## src/rtl/aon_pad_pkg.sv

```systemverilog
package aon_pad_pkg;
  localparam logic [11:0] OFS_PADCFG = 12'h1E8;
  localparam logic [11:0] OFS_DATA   = 12'h1EC;
  localparam logic [11:0] OFS_CLKO   = 12'h1F0;
  localparam logic [11:0] OFS_OVR    = 12'h1F4;
  localparam logic [11:0] OFS_TMODE  = 12'h1F8;
  localparam logic [11:0] OFS_TSTAT  = 12'h1FC;

  typedef enum logic [2:0] {
    TRG_OFF  = 3'd0,
    TRG_HIGH = 3'd1,
    TRG_LOW  = 3'd2,
    TRG_RISE = 3'd3,
    TRG_FALL = 3'd4,
    TRG_BOTH = 3'd5
  } trig_mode_e;
endpackage

```

## src/rtl/aon_in_sync.sv

```systemverilog
module aon_in_sync #(
  parameter int W = 8
) (
  input  logic         clk,
  input  logic         rst_n,
  input  logic [W-1:0] din,
  output logic [W-1:0] lvl,
  output logic [W-1:0] prv
);
  logic [W-1:0] s1_q, s2_q, s3_q;
  logic [W-1:0] s1_d, s2_d, s3_d;

  always_comb begin
    s1_d = din;
    s2_d = s1_q;
    s3_d = s2_q;
  end

  always_ff @(posedge clk or negedge rst_n) begin
    if (!rst_n) begin
      s1_q <= '0;
      s2_q <= '0;
      s3_q <= '0;
    end else begin
      s1_q <= s1_d;
      s2_q <= s2_d;
      s3_q <= s3_d;
    end
  end

  assign lvl = s2_q;
  assign prv = s3_q;
endmodule

```

## src/rtl/aon_trig_unit.sv

```systemverilog
module aon_trig_unit
  import aon_pad_pkg::*;
(
  input  logic       clk,
  input  logic       rst_n,
  input  logic       lvl,
  input  logic       prv,
  input  logic [2:0] mode,
  input  logic       armed,
  input  logic       clr,
  output logic       stat_o
);
  logic stat_q, stat_d, hit;
  trig_mode_e m;

  always_comb begin
    m = trig_mode_e'(mode);
    unique case (m)
      TRG_HIGH: hit = lvl;
      TRG_LOW:  hit = !lvl;
      TRG_RISE: hit = lvl && !prv;
      TRG_FALL: hit = !lvl && prv;
      TRG_BOTH: hit = lvl != prv;
      default:  hit = 1'b0;
    endcase
    hit = hit && armed;
    if (hit)      stat_d = 1'b1;
    else if (clr) stat_d = 1'b0;
    else          stat_d = stat_q;
  end

  always_ff @(posedge clk or negedge rst_n) begin
    if (!rst_n) stat_q <= 1'b0;
    else        stat_q <= stat_d;
  end

  assign stat_o = stat_q;

  AST_STAT_STICKY: assert property (@(posedge clk) disable iff (!rst_n)
    (stat_q && !clr) |=> stat_q);
  AST_RISE_SETS: assert property (@(posedge clk) disable iff (!rst_n)
    (armed && mode == 3'd3 && lvl && !prv) |=> stat_q);
  AST_DRIVEN_QUIET: assert property (@(posedge clk) disable iff (!rst_n)
    (!armed && !stat_q) |=> !stat_q);
endmodule

```

## src/rtl/aon_clk_out.sv

```systemverilog
module aon_clk_out #(
  parameter int NCLK  = 8,
  parameter int SEL_W = 3
) (
  input  logic             clk,
  input  logic             rst_n,
  input  logic             en_req,
  input  logic [SEL_W-1:0] sel_req,
  input  logic [NCLK-1:0]  src,
  output logic             gate_o,
  output logic             clk_o
);
  logic             gate_q, gate_d;
  logic [SEL_W-1:0] sel_q, sel_d;
  logic             cs1_q, cs2_q, cs1_d, cs2_d;
  logic             raw, low_w, retarget;

  always_comb begin
    raw      = src[sel_q];
    low_w    = !cs1_q && !cs2_q;
    retarget = sel_req != sel_q;
    gate_d   = gate_q;
    sel_d    = sel_q;
    cs1_d    = raw;
    cs2_d    = cs1_q;
    if (!gate_q) begin
      if (en_req) begin
        if (retarget) begin
          sel_d = sel_req;
          cs1_d = 1'b1;
          cs2_d = 1'b1;
        end else if (low_w) begin
          gate_d = 1'b1;
        end
      end
    end else if ((!en_req || retarget) && low_w) begin
      gate_d = 1'b0;
    end
  end

  always_ff @(posedge clk or negedge rst_n) begin
    if (!rst_n) begin
      gate_q <= 1'b0;
      sel_q  <= '0;
      cs1_q  <= 1'b1;
      cs2_q  <= 1'b1;
    end else begin
      gate_q <= gate_d;
      sel_q  <= sel_d;
      cs1_q  <= cs1_d;
      cs2_q  <= cs2_d;
    end
  end

  assign gate_o = gate_q;
  assign clk_o  = gate_q & raw;

  AST_GATE_AT_LOW: assert property (@(posedge clk) disable iff (!rst_n)
    (gate_q != $past(gate_q)) |-> ($past(cs1_q) == 1'b0 && $past(cs2_q) == 1'b0));
  AST_SEL_HELD_OPEN: assert property (@(posedge clk) disable iff (!rst_n)
    (gate_q && $past(gate_q)) |-> (sel_q == $past(sel_q)));
endmodule

```

## src/rtl/aon_pad_bank.sv

```systemverilog
module aon_pad_bank
  import aon_pad_pkg::*;
#(
  parameter int NPAD    = 8,
  parameter int NCLK    = 8,
  parameter int CLK_PAD = 4,
  parameter int AW      = 12,
  parameter int DW      = 32
) (
  input  logic            clk,
  input  logic            rst_n,
  input  logic            bus_en,
  input  logic            bus_we,
  input  logic [AW-1:0]   bus_addr,
  input  logic [DW-1:0]   bus_wdata,
  output logic [DW-1:0]   bus_rdata,
  output logic            bus_rvalid,
  input  logic            main_on,
  input  logic [NPAD-1:0] main_out,
  input  logic [NPAD-1:0] main_oe_n,
  input  logic [NPAD-1:0] main_pull_en_n,
  input  logic [NPAD-1:0] main_pull_up,
  input  logic [NCLK-1:0] slow_clk,
  input  logic [NPAD-1:0] pad_in,
  output logic [NPAD-1:0] pad_out,
  output logic [NPAD-1:0] pad_oe_n,
  output logic [NPAD-1:0] pad_pull_en_n,
  output logic [NPAD-1:0] pad_pull_up,
  output logic            wake_req
);
  localparam int SEL_W = (NCLK > 1) ? $clog2(NCLK) : 1;
  localparam int MW    = 3 * NPAD;

  // reset: asserted asynchronously, released through two flops
  logic rs1_q, rs2_q, rst_ni;
  always_ff @(posedge clk or negedge rst_n) begin
    if (!rst_n) begin
      rs1_q <= 1'b0;
      rs2_q <= 1'b0;
    end else begin
      rs1_q <= 1'b1;
      rs2_q <= rs1_q;
    end
  end
  assign rst_ni = rs2_q;

  // register state
  logic [NPAD-1:0]  pen_n_q, pen_n_d, pup_q, pup_d;
  logic [NPAD-1:0]  out_q, out_d, oe_n_q, oe_n_d, ovr_q, ovr_d;
  logic             ckoe_q, ckoe_d;
  logic [SEL_W-1:0] cksel_q, cksel_d;
  logic [MW-1:0]    tmode_q, tmode_d;
  logic [DW-1:0]    rd_q, rd_d;
  logic             rv_q, rv_d;
  logic [NPAD-1:0]  clr_w, stat_w, lvl_w, prv_w;
  logic             wr_hit, rd_hit;

  assign wr_hit = bus_en && bus_we;
  assign rd_hit = bus_en && !bus_we;

  always_comb begin
    pen_n_d = pen_n_q;
    pup_d   = pup_q;
    out_d   = out_q;
    oe_n_d  = oe_n_q;
    ovr_d   = ovr_q;
    ckoe_d  = ckoe_q;
    cksel_d = cksel_q;
    tmode_d = tmode_q;
    clr_w   = '0;
    if (wr_hit) begin
      if (bus_addr == AW'(OFS_PADCFG)) begin
        pen_n_d = bus_wdata[0 +: NPAD];
        pup_d   = bus_wdata[8 +: NPAD];
      end
      if (bus_addr == AW'(OFS_DATA)) begin
        oe_n_d = bus_wdata[0 +: NPAD];
        out_d  = bus_wdata[8 +: NPAD];
      end
      if (bus_addr == AW'(OFS_CLKO)) begin
        ckoe_d  = bus_wdata[0];
        cksel_d = bus_wdata[2 +: SEL_W];
      end
      if (bus_addr == AW'(OFS_OVR))   ovr_d   = bus_wdata[16 +: NPAD];
      if (bus_addr == AW'(OFS_TMODE)) tmode_d = bus_wdata[0 +: MW];
      if (bus_addr == AW'(OFS_TSTAT)) clr_w   = bus_wdata[0 +: NPAD];
    end
  end

  always_comb begin
    rd_d = '0;
    rv_d = rd_hit;
    if (rd_hit) begin
      if (bus_addr == AW'(OFS_PADCFG)) begin
        rd_d[0 +: NPAD] = pen_n_q;
        rd_d[8 +: NPAD] = pup_q;
      end
      if (bus_addr == AW'(OFS_DATA)) begin
        rd_d[0 +: NPAD]  = oe_n_q;
        rd_d[8 +: NPAD]  = out_q;
        rd_d[16 +: NPAD] = lvl_w;
      end
      if (bus_addr == AW'(OFS_CLKO)) begin
        rd_d[0]         = ckoe_q;
        rd_d[2 +: SEL_W] = cksel_q;
      end
      if (bus_addr == AW'(OFS_OVR))   rd_d[16 +: NPAD] = ovr_q;
      if (bus_addr == AW'(OFS_TMODE)) rd_d[0 +: MW]    = tmode_q;
      if (bus_addr == AW'(OFS_TSTAT)) rd_d[0 +: NPAD]  = stat_w;
    end
  end

  always_ff @(posedge clk or negedge rst_ni) begin
    if (!rst_ni) begin
      pen_n_q <= '0;
      pup_q   <= '0;
      out_q   <= '0;
      oe_n_q  <= '1;
      ovr_q   <= '0;
      ckoe_q  <= 1'b0;
      cksel_q <= '0;
      tmode_q <= '0;
      rd_q    <= '0;
      rv_q    <= 1'b0;
    end else begin
      pen_n_q <= pen_n_d;
      pup_q   <= pup_d;
      out_q   <= out_d;
      oe_n_q  <= oe_n_d;
      ovr_q   <= ovr_d;
      ckoe_q  <= ckoe_d;
      cksel_q <= cksel_d;
      tmode_q <= tmode_d;
      rd_q    <= rd_d;
      rv_q    <= rv_d;
    end
  end

  assign bus_rdata  = rd_q;
  assign bus_rvalid = rv_q;

  // input path
  aon_in_sync #(.W(NPAD)) u_sync (
    .clk(clk), .rst_n(rst_ni), .din(pad_in), .lvl(lvl_w), .prv(prv_w)
  );

  // clock-out gate
  logic gate_w, gclk_w;
  aon_clk_out #(.NCLK(NCLK), .SEL_W(SEL_W)) u_clko (
    .clk(clk), .rst_n(rst_ni), .en_req(ckoe_q), .sel_req(cksel_q),
    .src(slow_clk), .gate_o(gate_w), .clk_o(gclk_w)
  );

  // per-pad muxing and triggers
  for (genvar i = 0; i < NPAD; i++) begin : g_pin
    logic use_main, base_out, base_oe_n;
    assign use_main         = ovr_q[i] && main_on;
    assign base_out         = use_main ? main_out[i]  : out_q[i];
    assign base_oe_n        = use_main ? main_oe_n[i] : oe_n_q[i];
    assign pad_pull_en_n[i] = use_main ? main_pull_en_n[i] : pen_n_q[i];
    assign pad_pull_up[i]   = use_main ? main_pull_up[i]   : pup_q[i];
    if (i == CLK_PAD) begin : g_ck
      assign pad_out[i]  = gate_w ? gclk_w : base_out;
      assign pad_oe_n[i] = gate_w ? 1'b0   : base_oe_n;
    end else begin : g_pl
      assign pad_out[i]  = base_out;
      assign pad_oe_n[i] = base_oe_n;
    end
    aon_trig_unit u_trig (
      .clk(clk), .rst_n(rst_ni), .lvl(lvl_w[i]), .prv(prv_w[i]),
      .mode(tmode_q[3*i +: 3]), .armed(pad_oe_n[i]), .clr(clr_w[i]),
      .stat_o(stat_w[i])
    );
  end

  assign wake_req = |stat_w;

  AST_CLKPAD_DRIVEN: assert property (@(posedge clk) disable iff (!rst_ni)
    gate_w |-> !pad_oe_n[CLK_PAD]);
  AST_RVALID_FOLLOWS: assert property (@(posedge clk) disable iff (!rst_ni)
    bus_rvalid |-> $past(bus_en && !bus_we));
endmodule

```

## config.mk

```make
export PLATFORM = sky130hd
export DESIGN_NAME = aon_pad_bank
export DESIGN_NICKNAME = d
export VERILOG_FILES = /design/src/rtl/aon_pad_pkg.sv /design/src/rtl/aon_in_sync.sv /design/src/rtl/aon_trig_unit.sv /design/src/rtl/aon_clk_out.sv /design/src/rtl/aon_pad_bank.sv
export SDC_FILE = /design/constraint.sdc
export NUM_CORES = 1
export LEC_CHECK = 0
export ABC_AREA = 1
export BUFFER_PORTS_ARGS = -buffer_cell sky130_fd_sc_hd__clkbuf_2
export CORE_UTILIZATION = 45
export DETAILED_ROUTE_END_ITERATION = 10
export GPL_TIMING_DRIVEN = 0
export PLACE_DENSITY = 0.68
export REMOVE_ABC_BUFFERS = 1
export SYNTH_ARGS = -nofsm -noshare
export SYNTH_HDL_FRONTEND = slang
export SYNTH_HIERARCHICAL = 1
export SYNTH_SLANG_ARGS = --single-unit
export TNS_END_PERCENT = 10
```

## constraint.sdc

```tcl
create_clock -name clk -period 5.1 [get_ports clk]
set_input_delay 0.51 -clock clk [delete_from_list [all_inputs] [get_ports clk]]
set_output_delay 0.51 -clock clk [all_outputs]
set_load 0.01 [all_outputs]
```

==> reports/qor.csv <==
metric,value,unit
initial core utilization,0.465,
global route hottest layer,met2,
Tot GR Track Use,0.237,
"Top FF cell, synth",dfrtp_1,
DR vias/cell,4.96,
cell taking the most area after synthesis,dfrtp_1,
Inserted Diodes,0,
number of setup buffers added after CTS,0,
Final Cycle Share,0.449,
ys async rst share,1.00,
CP arrival,2540,ps
post-synthesis simple-gate area fraction,0.211,
Antenna Violating Nets Remaining,0,
WP data required,5350,ps
post-synthesis adder-cell area fraction,0.0281,
vias after detailed routing,5882,
IO buf count,146,
"Clk Latency, worst-skew pair",410,ps
Critical Path Max Stage Delay,690,ps
clk_skew,9.00,ps
startpoint types,input pin,
RSZ-0062 raised after global routing,no,
Worst-path clk slew,60,ps
min cycle time layout,2290,ps
# setup viols final,0,
CP cell instances,clkbuf_2 -> nand2_4 -> nor2_8 -> inv_4 -> nor2_8 -> nand2_2 -> nand2_1 -> o21ai_1,
clk sinks,133,
GPL Wtd Cong,0.825,
LEAKAGE,4.54,nW
fraction of layout cells with a size suffix above 1,0.273,
Pwr Density,295,mW/mm²
top cell type's share of synthesized area,0.432,
Synth Cell Area,0.00713,mm²
initial antenna violation count,0,
worst slew pin tran,1020,ps
multiplexer share of the synthesized area,0.0442,
initial drt markers,399,
Post-Place Cell Area,0.00787,mm²
number of flops mapped to enable cells by yosys,0,
Final Max Slew Viols,0,
total negative slack,0,ps
drt pass-1 iters,5,
Synth Area in Compound Gates,0.120,
Global Route met2 Usage,0.361,
Final Hold Viols,0,
CTS Buf Count,17,
"top cells by area, synth","dfrtp_1, nand2_1, inv_1",
most common cell in the netlist,nand2_1,
Die H,128,µm
Crit. End Element,register,
wire per inst,15.4,µm
clk buf depth,2,
number of synthesized register bits,133,
Hold Path Class,input pin to register,
pin count of the biggest net entering global routing,55,
VDD IR max,0.231,mV
"critical path fanouts, max",48,
Post-synth top cells,"nand2_1, inv_1, dfrtp_1",
Clock Tree Root,clkbuf_16,
Synth-to-Final Area Change,18.5,%
Die W,128,µm
Ports,163,
crit path kind,input pin to register,
CTS tree,built,
hpwl dp,12800,µm
Gate Count Post-Synth,831,
"Design Area, Final",0.00844,mm²
CTS H-tree depth,4,
vias in the first global route,5612,
xor and xnor area share after synthesis,0.00369,
Yosys cell types,37,
DRT Wirelength,18200,µm
core area,0.0153,mm²
Max Clk Rate,437,MHz
Die ar.,0.0163,mm²
Synth warnings,6,
sequential fraction of the synthesis area,0.469,
met3 usage,0.0522,
DR DRC count,0,
Synth Area per Inst,8.57,µm²
largest family of logic cells by synthesized area,simple AND/OR/NAND/NOR gates,
Nets,1074,
crit path max-delay cell type,nand2_2,
status,"complete, no violations",
"most used cell, CP",nor2_8,
final global-route overflow total,0,
slew margin rel.,0.321,
Max-Cap Viols,0,
first-pass GRT wire length,29200,µm
FP Rows,45,
GR Util met1,0.323,
[kinds of logic (layout without fill, tap and decap cells)]
| family | count (synthesis) | in the layout |
|---|---|---|
| and+or+nand+nor | 309 | 309 |
| buffers and inverters | 186 | 322 |
| AOI/OAI and AO/OA | 154 | 154 |
| DFF | 133 | 133 |
| muxes | 28 | 28 |
| adders and majority gates | 16 | 16 |
| xor gates and xnor gates | 3 | 3 |
| other | 2 | 9 |
[cell usage in the layout (no fill, tap or decap), types with 4 or more instances in the layout]
cell type,count
ha_1,16
mux2_2,28
clkbuf_8,4
nand3_1,47
conb_1,9
clkbuf_16,17
nand2_2,7
clkbuf_2,146
dfstp_2,10
o21ai_2,12
clkinvlp_4,5
and2_1,4
a21o_1,8
nor2_1,8
dfrtp_1,122
nor2_8,7
o21ai_1,53
nand2_1,200
nand3_2,4
o211ai_1,4
a31oi_1,6
a21oi_1,39
nand4_1,9
nand2_4,4
nor3_1,10
inv_1,134
o21ai_0,31
[final timing paths]
path,from,to,cells past startpoint,slack [ps]
setup reg to reg,ovr_q[2],g_pin[2].u_trig/stat_o,6,3670
hold / removal,pad_in[7],u_sync/s1_q[7],1,200
hold reg to reg,rs2_q,out_q[6],0,310
max in group asynchronous,rs2_q,oe_n_q[1],2,3810
setup / recovery,bus_addr[3],tmode_q[1],8,2810
min in group asynchronous,rs2_q,out_q[6],0,310
[worst max-delay path, delay by kind of cell]
family	cells	cell delay, ps
AO/OA/AOI/OAI	1	100
buffers and inverters	2	310
AND/OR/NAND/NOR	5	1610
[registers in the layout (all words and copies together) (netlist names), 3 cells and up]
register,cells
pen_n_q,8
pup_q,8
oe_n_q,8
out_q,8
g_pin.u_trig/stat_o,8
cksel_q,3
u_sync/s1_q,8
u_sync/prv,8
bus_rdata,24
u_clko/sel_q,3
tmode_q,24
ovr_q,8
u_sync/lvl,8
[power breakdown]
group          total (W)  internal, W  switching, W
logic           0.000223    0.0000859      0.000137
registers        0.00113      0.00109     0.0000387
clock network    0.00113     0.000674      0.000461
total            0.00249      0.00185      0.000636
[metrics by stage]
step | util | total power, W | setup slack, ps | std cells | hold WS (ps)
final | 0.551 | 0.00249 | 2810 | 1185 | 199
after detailed placement | 0.514 | 0.00138 | 2430 | 1152 | 298
after global routing | 0.551 | 0.00260 | 2650 | 1185 | 179
after floorplan | - | 0.00129 | 1140 | 792 | 214
after CTS | 0.551 | 0.00251 | 2840 | 1185 | 181
after global placement | 0.510 | 0.00137 | -409 | 1149 | 298
[final cells by class]
cell class / count / area [µm²]
clock inverter: 10 / 73.8
inverter: 140 / 533
sequential: 133 / 3340
multi-input combinational: 519 / 2940
tap: 211 / 264
timing repair buffer: 150 / 803
fill: 1492 / 6870
clock buffer: 22 / 484
[layer usage]
metal | routed length (µm) | vias up | share of wire
met3 | 1260 | 36 | 0.069
li1 | - | 2895 | -
met1 | 8220 | 2725 | 0.45
met2 | 8240 | 226 | 0.45
met4 | 528 | 0 | 0.029
met5 | 0 | - | 0
[repair_timing]
action                                 4_1_cts  5_1_grt
endpoints found under the hold margin        2        0
gates resized for setup                      0        0
hold buffers                                 1        0
Power figures use the tool's default switching activity.
